--- src/rtl/burst_seq_pkg.sv ---
package burst_seq_pkg;

    localparam int DEF_ADDR_W = 18;
    localparam int DEF_CNT_W  = 2;

    typedef enum logic {
        ORD_LINEAR     = 1'b0,
        ORD_INTERLEAVE = 1'b1
    } order_e;

    typedef enum logic [1:0] {
        CMD_HOLD = 2'd0,
        CMD_STEP = 2'd1,
        CMD_LOAD = 2'd2
    } seq_cmd_e;

    // Load takes priority over advance.
    function automatic seq_cmd_e decode_cmd(input logic load, input logic adv);
        if (load)
            return CMD_LOAD;
        else if (adv)
            return CMD_STEP;
        else
            return CMD_HOLD;
    endfunction

    function automatic order_e order_from_pin(input logic mode);
        return mode ? ORD_INTERLEAVE : ORD_LINEAR;
    endfunction

endpackage

--- src/rtl/burst_base_reg.sv ---
module burst_base_reg
    import burst_seq_pkg::*;
#(
    parameter int ADDR_W = DEF_ADDR_W,
    parameter int CNT_W  = DEF_CNT_W,
    localparam int UPPER_W = ADDR_W - CNT_W
) (
    input  logic               clk,
    input  logic               rst,
    input  seq_cmd_e           cmd,
    input  logic [ADDR_W-1:0]  addr_i,
    output logic [UPPER_W-1:0] upper_o,
    output logic [CNT_W-1:0]   start_o
);

    always_ff @(posedge clk) begin
        if (rst) begin
            upper_o <= '0;
            start_o <= '0;
        end else if (cmd == CMD_LOAD) begin
            upper_o <= addr_i[ADDR_W-1:CNT_W];
            start_o <= addr_i[CNT_W-1:0];
        end
    end

endmodule

--- src/rtl/burst_beat_ctr.sv ---
module burst_beat_ctr
    import burst_seq_pkg::*;
#(
    parameter int CNT_W = DEF_CNT_W
) (
    input  logic             clk,
    input  logic             rst,
    input  seq_cmd_e         cmd,
    output logic [CNT_W-1:0] beat_o
);

    localparam logic [CNT_W-1:0] ONE = {{(CNT_W-1){1'b0}}, 1'b1};

    // Natural wraparound of the counter gives the return to the start beat.
    always_ff @(posedge clk) begin
        if (rst) begin
            beat_o <= '0;
        end else begin
            case (cmd)
                CMD_LOAD: beat_o <= '0;
                CMD_STEP: beat_o <= beat_o + ONE;
                default:  beat_o <= beat_o;
            endcase
        end
    end

endmodule

--- src/rtl/burst_order_map.sv ---
module burst_order_map
    import burst_seq_pkg::*;
#(
    parameter int CNT_W = DEF_CNT_W
) (
    input  logic [CNT_W-1:0] start_i,
    input  logic [CNT_W-1:0] beat_i,
    input  order_e           order_i,
    output logic [CNT_W-1:0] low_o
);

    logic [CNT_W-1:0] xor_val;
    logic [CNT_W-1:0] sum_val;

    for (genvar b = 0; b < CNT_W; b++) begin : g_xor
        assign xor_val[b] = start_i[b] ^ beat_i[b];
    end

    assign sum_val = start_i + beat_i;

    always_comb begin
        case (order_i)
            ORD_INTERLEAVE: low_o = xor_val;
            default:        low_o = sum_val;
        endcase
    end

endmodule

--- src/rtl/burst_addr_seq.sv ---
module burst_addr_seq
    import burst_seq_pkg::*;
#(
    parameter int ADDR_W = DEF_ADDR_W,
    parameter int CNT_W  = DEF_CNT_W
) (
    input  logic              clk,
    input  logic              rst,
    input  logic              load_i,
    input  logic [ADDR_W-1:0] addr_i,
    input  logic              adv_i,
    input  logic              mode_i,
    output logic [ADDR_W-1:0] addr_o
);

    localparam int UPPER_W = ADDR_W - CNT_W;

    seq_cmd_e           cmd;
    order_e             order;
    logic [UPPER_W-1:0] upper;
    logic [CNT_W-1:0]   start;
    logic [CNT_W-1:0]   beat;
    logic [CNT_W-1:0]   low;

    assign cmd   = decode_cmd(load_i, adv_i);
    assign order = order_from_pin(mode_i);

    burst_base_reg #(
        .ADDR_W (ADDR_W),
        .CNT_W  (CNT_W)
    ) base_i (
        .clk     (clk),
        .rst     (rst),
        .cmd     (cmd),
        .addr_i  (addr_i),
        .upper_o (upper),
        .start_o (start)
    );

    burst_beat_ctr #(
        .CNT_W (CNT_W)
    ) ctr_i (
        .clk    (clk),
        .rst    (rst),
        .cmd    (cmd),
        .beat_o (beat)
    );

    burst_order_map #(
        .CNT_W (CNT_W)
    ) map_i (
        .start_i (start),
        .beat_i  (beat),
        .order_i (order),
        .low_o   (low)
    );

    assign addr_o = {upper, low};

endmodule

--- config.mk ---
export PLATFORM = sky130hd
export DESIGN_NAME = burst_addr_seq
export DESIGN_NICKNAME = d
export VERILOG_FILES = /design/src/rtl/burst_seq_pkg.sv /design/src/rtl/burst_base_reg.sv /design/src/rtl/burst_beat_ctr.sv /design/src/rtl/burst_order_map.sv /design/src/rtl/burst_addr_seq.sv
export SDC_FILE = /design/constraint.sdc
export NUM_CORES = 1
export LEC_CHECK = 0
export CAP_MARGIN = 20
export CORE_UTILIZATION = 37
export DETAILED_ROUTE_END_ITERATION = 6
export PLACE_DENSITY_LB_ADDON = 0.1
export SETUP_SLACK_MARGIN = 0.15
export SLEW_MARGIN = 20
export SYNTH_ARGS = -nofsm -noshare
export SYNTH_HDL_FRONTEND = slang
export SYNTH_SLANG_ARGS = --single-unit
--- constraint.sdc ---
create_clock -name clk -period 1.11 [get_ports clk]
set_input_delay 0.222 -clock clk [delete_from_list [all_inputs] [get_ports clk]]
set_output_delay 0.222 -clock clk [all_outputs]
set_load 0.05 [all_outputs]
# ---- Yosys cells after proc, flatten, opt, wreduce, memory -nomap -nowiden
# Cells that the tools add are included.
dict set report word_totals {
  regBits 20
  inputBits 23
  output_inout_bits 18
}
dict set report op_classes {
  add_sub_neg 2
  n_eq_ne 2
  n_mux 5
  bitwise_logic 2
  n_reduce_logical 1
}
# operator count
set ops {}
lappend ops {{2-bit two-way mux} 2}
lappend ops {{2-bit one-hot mux with 2 select lines} 1}
lappend ops {{2-bit by 1-bit adder with 2-bit output, second input constant} 1}
lappend ops {{2-bit adder} 1}
lappend ops {{2-bit by 1-bit equality test with 1-bit output, second input constant} 1}
lappend ops {{2-bit equality test, second input constant} 1}
lappend ops {{1-bit two-way mux} 2}
lappend ops {{2-bit nonzero test} 1}
lappend ops {{1-bit bitwise XOR} 2}

# ---- Logic depth before layout (Yosys ltp)
# Gate-level depths: netlist (run 1).
dict set report logic_depth {
  word_depth 4
  ltp_mapped 4
  depth_no_buf 3
}

# ---- By module
# From an unflattened synthesis (run 1), not the netlist that was laid out.
dict set report unflattened {
  hier_cells 96
  area_unflattened_um2 1006.0
}
# module instances cells_per_inst area_per_inst_um2
set by_module_without_submodules {}
lappend by_module_without_submodules {burst_base_reg 1 80 850.8}
lappend by_module_without_submodules {burst_beat_ctr 1 11 105.1}
lappend by_module_without_submodules {burst_order_map 1 4 36.3}
lappend by_module_without_submodules {burst_addr_seq 1 1 13.8}

# ---- Least setup slack after synthesis (run 1)
# OpenSTA, ideal clock, no wires.
dict set report synth_timing {
  kind {reg-to-output}
  from {reg ctr_i.beat_o[0]}
  to {out addr_o[1]}
  t_arrival_ps 1453
  required_time_ps 888
  path_slack_ps -565
  stages_incl_launch_ff 4
  n_path_buf 0
  cell_sequence {dfxtp_1 > ha_1 > nor2b_1 > xnor2_1}
}
dict set report synth_via {
  elab_chain_len 2
}
# item line
set synth_rtl {}
lappend synth_rtl {{start, declared} burst_beat_ctr.sv:9} ;# output logic [CNT_W-1:0] beat_o
lappend synth_rtl {{start signal, assigned} burst_beat_ctr.sv:21} ;# CMD_STEP: beat_o <= beat_o + ONE;
lappend synth_rtl {{start signal, assigned} burst_beat_ctr.sv:22} ;# default: beat_o <= beat_o;
lappend synth_rtl {{2-bit adder} burst_order_map.sv:19} ;# assign sum_val = start_i + beat_i;
lappend synth_rtl {{2-bit two-way mux} burst_order_map.sv:22} ;# case (order_i)
lappend synth_rtl {{end, declared} burst_addr_seq.sv:13} ;# output logic [ADDR_W-1:0] addr_o
# Every way passes these cells.

# ---- Final worst setup path (run 1)
# Same ends and word-level chain as after synthesis.

==> results of run 1 <==
flip-flops by register name, indices dropped and copies added (netlist names):
register        count
base_i.start_o      2
base_i.upper_o     16
ctr_i.beat_o        2
cell families after synthesis:
kind of cell    share of synthesized area (%)
xor+xnor                                 3.43
compound gates                           1.96
buf+inv                                  5.38
fa+ha+maj                                1.63
flops                                    52.2
simple gates                             11.9
mux                                      23.5
worst max-delay path, stage by stage, from the launching register on:
cell and delay, ns:
dfxtp_2 0.37, ha_4 0.12, nor2b_4 0.18, xnor2_4 0.14, buf_12 0.15
power by group through the flow:
| stage | sequential (mW) | combinational (mW) | clock [mW] |
|---|---|---|---|
| floorplan | 0.917 | 0.144 | 0 |
| global placement | 0.815 | 0.522 | 0 |
| detailed placement | 0.818 | 0.529 | 0 |
| CTS | 0.811 | 0.548 | 0.593 |
| global route | 0.815 | 0.569 | 0.631 |
| finish | 0.810 | 0.543 | 0.586 |
area by class of cell:
type / instances / area (sq um) / share of cell area [%]
repair buffers: 46 / 662 / 42.9
flip-flops and latches: 20 / 423 / 27.4
clock inverters: 1 / 30.0 / 1.95
clock buffers: 3 / 22.5 / 1.46
multi-input cells: 46 / 372 / 24.1
well taps: 27 / 33.8 / 2.19
repair_timing:
item | in CTS | in global routing
endpoints found under the setup margin | 38 | 18
pin swaps | 2 | 0
resized for setup | 19 | 0
gates cloned | 1 | 0
path summary, 6_finish.rpt:
path / slack (ns) / cells after the start / to / startpoint
worst min-delay path: 0.52 / 3 / base_i.upper_o[9]$_SDFFE_PP0N_ / addr_i[11]
worst max register to register: 0.26 / 3 / ctr_i.beat_o[1]$_SDFFE_PP0P_ / ctr_i.beat_o[0]$_SDFFE_PP0P_
worst min register to register: 0.53 / 2 / base_i.upper_o[9]$_SDFFE_PP0N_ / base_i.upper_o[9]$_SDFFE_PP0N_
worst max-delay path: -0.37 / 4 / addr_o[1] / ctr_i.beat_o[0]$_SDFFE_PP0P_
metal layers:
layer,global-route usage (%),vias up
met4,8.33,0
met5,0,-
li1,-,323
met2,25.2,18
met3,5.28,2
met1,19.4,310
through the flow:
step / instance area, sq um / hold slack [ns] / util [%] / instances / worst slack, ns
floorplan: 807 / 0.359 / - / 70 / -0.0709
global placement: 1430 / 0.500 / 72.9 / 138 / -0.244
detailed placement: 1430 / 0.528 / 72.9 / 138 / -0.258
CTS: 1540 / 0.522 / 78.6 / 143 / -0.381
global route: 1540 / 0.516 / 78.6 / 143 / -0.433
finish: 1540 / 0.517 / 78.6 / 143 / -0.374
synth_stat cells:
cell type   n
dfxtp_1    20
nor2_1     19
mux2i_1    18
xnor2_1     3
buf_2       2
a21bo_2     1
a21oi_1     1
buf_12      1
buf_6       1
ha_1        1
nand3b_1    1
nor2b_1     1
or2_1       1
layout by cell type (no fill, tap or decap):
| master | instances |
|---|---|
| bufbuf_16 | 1 |
| clkbuf_4 | 3 |
| nor2_1 | 19 |
| bufinv_16 | 1 |
| ha_4 | 1 |
| or2_1 | 1 |
| a21oi_1 | 1 |
| dlygate4sd2_1 | 1 |
| a21bo_2 | 1 |
| nor2b_4 | 1 |
| dfxtp_2 | 18 |
| clkdlybuf4s50_1 | 21 |
| xnor2_4 | 1 |
| xnor2_1 | 1 |
| buf_12 | 19 |
| buf_4 | 4 |
| mux2i_1 | 18 |
| nand3b_1 | 1 |
| dfxtp_1 | 2 |
| xnor2_2 | 1 |
==> results.py, run 1 <==
metrics = {
    "outcome": {
        "status": "complete, but fails checks",
        "violations": "setup timing",
    },
    "synth": {
        "yosysTopAreaCellShare_pct": 52.2,
        "ys_ff_latch": 20,
        "synth_top_cell_by_area": "dfxtp_1",
        "syn-instance-count": 70,
        "syn_area_sq_um": 767,
        "synthTopCellsByArea": "dfxtp_1, mux2i_1, nor2_1",
        "synth_area_per_cell_sq_um": 11.0,
        "syn-num-nets": 94,
        "ys_seq_area_share_pct": 52.2,
        "ys_warn_count": 0,
        "synth_cell_type_count": 13,
    },
    "routing": {
        "num_vias": 653,
        "m1WireLength_um": 718,
        "dr.pass1.iters": 4,
        "route.detailed.drc": 0,
        "top_layer": "met4",
        "route.detailed.wl_per_inst_um": 12.0,
        "drtIter0Drc": 5,
        "met3_length_um": 100,
        "post_drt_via_cell_ratio": 4.57,
        "wirelength_mm": 1.71,
        "ant_nets": 0,
        "wl_met2_um": 867,
    },
    "global_routing": {
        "grt.total_usage_pct": 16.0,
        "grt_max_degree": 13,
        "grt_antenna_before_repair": 0,
        "grt_pass1_vias": 547,
        "grt_overflow": 0,
        "grt_pass1_wl_mm": 2.44,
    },
    "pwr": {
        "switching_power_mw": 0.502,
        "combPwrFrac_pct": 28.0,
        "p_per_area_nw_per_um2": 1260,
        "internal_power_mw": 1.44,
        "finalPower_mw": 1.94,
        "switching_share_pct": 25.9,
        "ir_worst_vdd_uv": 1140,
        "power_frac_clock_pct": 30.2,
        "p_leak_nw": 0.663,
        "pwr-share-seq_pct": 41.7,
    },
    "clocking": {
        "cts_made_buffers": 3,
        "cts_setup_buffers": 0,
        "cts-root-buf": "clkbuf_4",
        "clkTransAtPathRegs_ns": 0.12,
        "cts_buffer_depth": 2,
        "cts_tree": "built",
        "cts-hold-fix-buffers": 0,
        "h-tree-depth": 1,
        "clock_sinks": 20,
        "clk_latency_ns": 0.30,
    },
    "die": {
        "core_area_sq_um": 1960,
        "rows": 16,
        "chipWidth_um": 47.5,
        "die_y_um": 47.5,
        "io_pins": 41,
        "die_area_sq_um": 2260,
        "initial_utilization_pct": 39.1,
    },
    "critical_path": {
        "critPathLaunchType": "flop",
        "crit_required_ns": 0.89,
        "cp.arrival_ns": 1.26,
        "crit_type": "flop to primary output",
        "crit_path_max_fanout": 2,
        "cp-end-kind": "primary output",
    },
    "sta": {
        "grt_setup_unrepaired": "yes",
        "worst_pin_slew_ns": 0.271,
        "slew-limit-headroom_pct": 81.9,
        "finClkSkew_ns": 0.000101,
        "setup_violations": 2,
        "hold_viol": 0,
        "period_share_pct": 134,
        "slew_violations": 0,
        "fmax_mhz": 674,
        "setup_tns_ns": -0.533,
        "setup_slack_ns": -0.374,
        "period_minus_slack_ns": 1.48,
    },
    "final_layout": {
        "fill_cells": 148,
        "drive_gt1_share_pct": 44.0,
        "diodes": 0,
        "area_growth_pct": 101,
        "final_nets": 141,
    },
    "run": {
        "maxCapViolations": 0,
    },
    "worst_hold_path": {
        "min_path_type": "input pin to flop",
    },
    "placement": {
        "globalplace.congestion": 0.654,
        "numPortBuffers": 40,
        "dp_hpwl_mm": 1.30,
    },
}
Power figures use the tool's default switching activity.
==> run 2, diff against run 1 <==
clock period = 1.7 ns   (was 1.11 ns; I/O delays follow)
==> results.py, run 2 (synthesis gave the netlist of run 1 again) <==
metrics = {
    "pwr": {
        "ir_worst_vdd_uv": 615,
        "p_per_area_nw_per_um2": 928,
        "p_leak_nw": 0.576,
        "finalPower_mw": 1.18,
    },
    "sta": {
        "fmax_mhz": 626,
        "slew-limit-headroom_pct": 83.5,
        "hold_viol": 0,
        "setup_tns_ns": 0,
        "finClkSkew_ns": 0.00469,
        "worst_pin_slew_ns": 0.245,
        "period_share_pct": 94.0,
        "grt_setup_unrepaired": "yes",
        "period_minus_slack_ns": 1.60,
        "setup_violations": 0,
        "slew_violations": 0,
    },
    "die": {
        "core_area_sq_um": 1960,
        "die_area_sq_um": 2260,
        "die_y_um": 47.5,
        "initial_utilization_pct": 39.1,
        "chipWidth_um": 47.5,
        "rows": 16,
        "io_pins": 41,
    },
    "final_layout": {
        "fill_cells": 171,
        "largest_reg_flops": 16,
        "instances_no_fill": 141,
        "area_growth_pct": 65.3,
        "largest-register": "base_i.upper_o",
        "largestRegisters": "base_i.upper_o x16, base_i.start_o x2, ctr_i.beat_o x2",
        "drive_gt1_share_pct": 28.1,
        "diodes": 0,
        "layout_common_cells": "clkdlybuf4s50_1, nor2_1, buf_4, mux2i_1, dfxtp_1",
        "final_util_pct": 64.6,
        "layout_commonest_cell": "clkdlybuf4s50_1",
        "final_nets": 139,
        "finalInstanceArea_sq_um": 1270,
    },
    "critical_path": {
        "critical_path_buf_inv_count": 1,
        "crit_path_max_fanout": 2,
        "critPathMaxStageDelay_ns": 0.37,
        "r2r-start": "ctr_i.beat_o[0]$_SDFFE_PP0P_",
        "cp-end-kind": "primary output",
        "crit_end": "addr_o[1]",
        "crit_start": "ctr_i.beat_o[0]$_SDFFE_PP0P_",
        "cp_cell_sequence": "ha_4 -> nor2b_4 -> xnor2_2 -> buf_12",
        "crit_type": "flop to primary output",
        "crit_family": "flip-flops",
        "crit_required_ns": 1.36,
        "reg2reg_to": "ctr_i.beat_o[1]$_SDFFE_PP0P_",
        "r2r_slack_ns": 0.86,
        "cp_slowest_cell": "dfxtp_4",
        "critPathLaunchType": "flop",
        "cp.arrival_ns": 1.26,
        "reg2regPathDepth": 3,
        "cp.depth": 4,
    },
    "global_routing": {
        "grt.total_usage_pct": 13.3,
        "grt_overflow": 0,
        "grt_antenna_before_repair": 0,
        "grt_max_degree": 20,
        "grt_pass1_vias": 478,
        "grt_pass1_wl_mm": 2.00,
    },
    "routing": {
        "post_drt_via_cell_ratio": 4.34,
        "num_vias": 612,
        "route.detailed.drc": 0,
        "ant_nets": 0,
        "dr.pass1.iters": 2,
        "route.detailed.wl_per_inst_um": 10.4,
        "wirelength_mm": 1.46,
        "drtIter0Drc": 1,
    },
    "clocking": {
        "cts_buffer_depth": 2,
        "cts_tree": "built",
        "clock_sinks": 20,
        "cts-root-buf": "clkbuf_4",
        "h-tree-depth": 1,
        "clkTransAtPathRegs_ns": 0.11,
        "clk_latency_ns": 0.30,
        "cts_made_buffers": 3,
    },
    "placement": {
        "numPlacedInstances": 136,
        "postPlaceCellArea_sq_um": 1180,
        "dp_hpwl_mm": 1.04,
        "numPortBuffers": 40,
        "globalplace.congestion": 0.639,
    },
    "run": {
        "maxCapViolations": 0,
    },
    "outcome": {
        "status": "completed",
    },
    "worst_hold_path": {
        "min_path_type": "flop to flop",
    },
}
[run 2: changes by cell type in the layout (fill, tap and decap cells not counted), sizes merged]
cell / delta
bufbuf: -1
buf: -1
clkdlybuf4s50: +1
dlygate4sd2: -1
[run 2: routing by layer]
layer	vias up	global-route usage (%)	wire length (um)
met5	-	0	0
met4	0	8.33	12
met3	2	3.40	94
met2	23	19.5	701
met1	268	17.5	651
li1	319	-	-
[run 2: report_power, final]
| part | internal (mW) | total (mW) | switching (mW) |
|---|---|---|---|
| clock network | 0.238 | 0.384 | 0.146 |
| registers | 0.495 | 0.510 | 0.0145 |
| logic | 0.132 | 0.282 | 0.150 |
| total | 0.865 | 1.18 | 0.311 |
[run 2: per-stage QoR]
stage	worst slack (ns)	hold slack (ns)
4_1_cts	0.0578	0.512
3_3_place_gp	0.125	0.476
3_5_place_dp	0.123	0.482
2_1_floorplan	0.214	0.465
5_1_grt	0.0400	0.537
6_report	0.102	0.504
[run 2: final cells by class]
type	instances	area, sq um	area share (%)
Sequential cell	20	405	32.0
Clock inverter	1	30.0	2.37
Clock buffer	3	22.5	1.78
Tap cell	27	33.8	2.67
Multi-Input combinational cell	46	353	27.8
Timing Repair Buffer	44	423	33.4
[run 2: worst min-delay path, stage by stage (launching register included)]
cell	delay (ns)
dfxtp_1	0.34
mux2i_1	0.06
nor2_1	0.07
[run 2: how the worst min path moves through the flow]
stage / startpoint / to / slack [ns] / cells past startpoint
after floorplan: base_i.start_o[0]$_SDFFE_PP0N_ / base_i.start_o[0]$_SDFFE_PP0N_ / 0.46 / 2
after global placement: base_i.upper_o[5]$_SDFFE_PP0N_ / base_i.upper_o[5]$_SDFFE_PP0N_ / 0.48 / 2
after detailed placement: base_i.upper_o[1]$_SDFFE_PP0N_ / base_i.upper_o[1]$_SDFFE_PP0N_ / 0.48 / 2
after CTS: base_i.upper_o[1]$_SDFFE_PP0N_ / base_i.upper_o[1]$_SDFFE_PP0N_ / 0.51 / 2
after global routing: base_i.upper_o[6]$_SDFFE_PP0N_ / base_i.upper_o[6]$_SDFFE_PP0N_ / 0.54 / 2
final: base_i.upper_o[8]$_SDFFE_PP0N_ / base_i.upper_o[8]$_SDFFE_PP0N_ / 0.50 / 2
[run 2: repair_timing]
item,in CTS,in global routing
hold endpoints to repair,0,0
pin swaps,2,1
endpoints found under the setup margin,1,1
resized for setup,5,2
hold buffers,0,0
buffers inserted,0,1
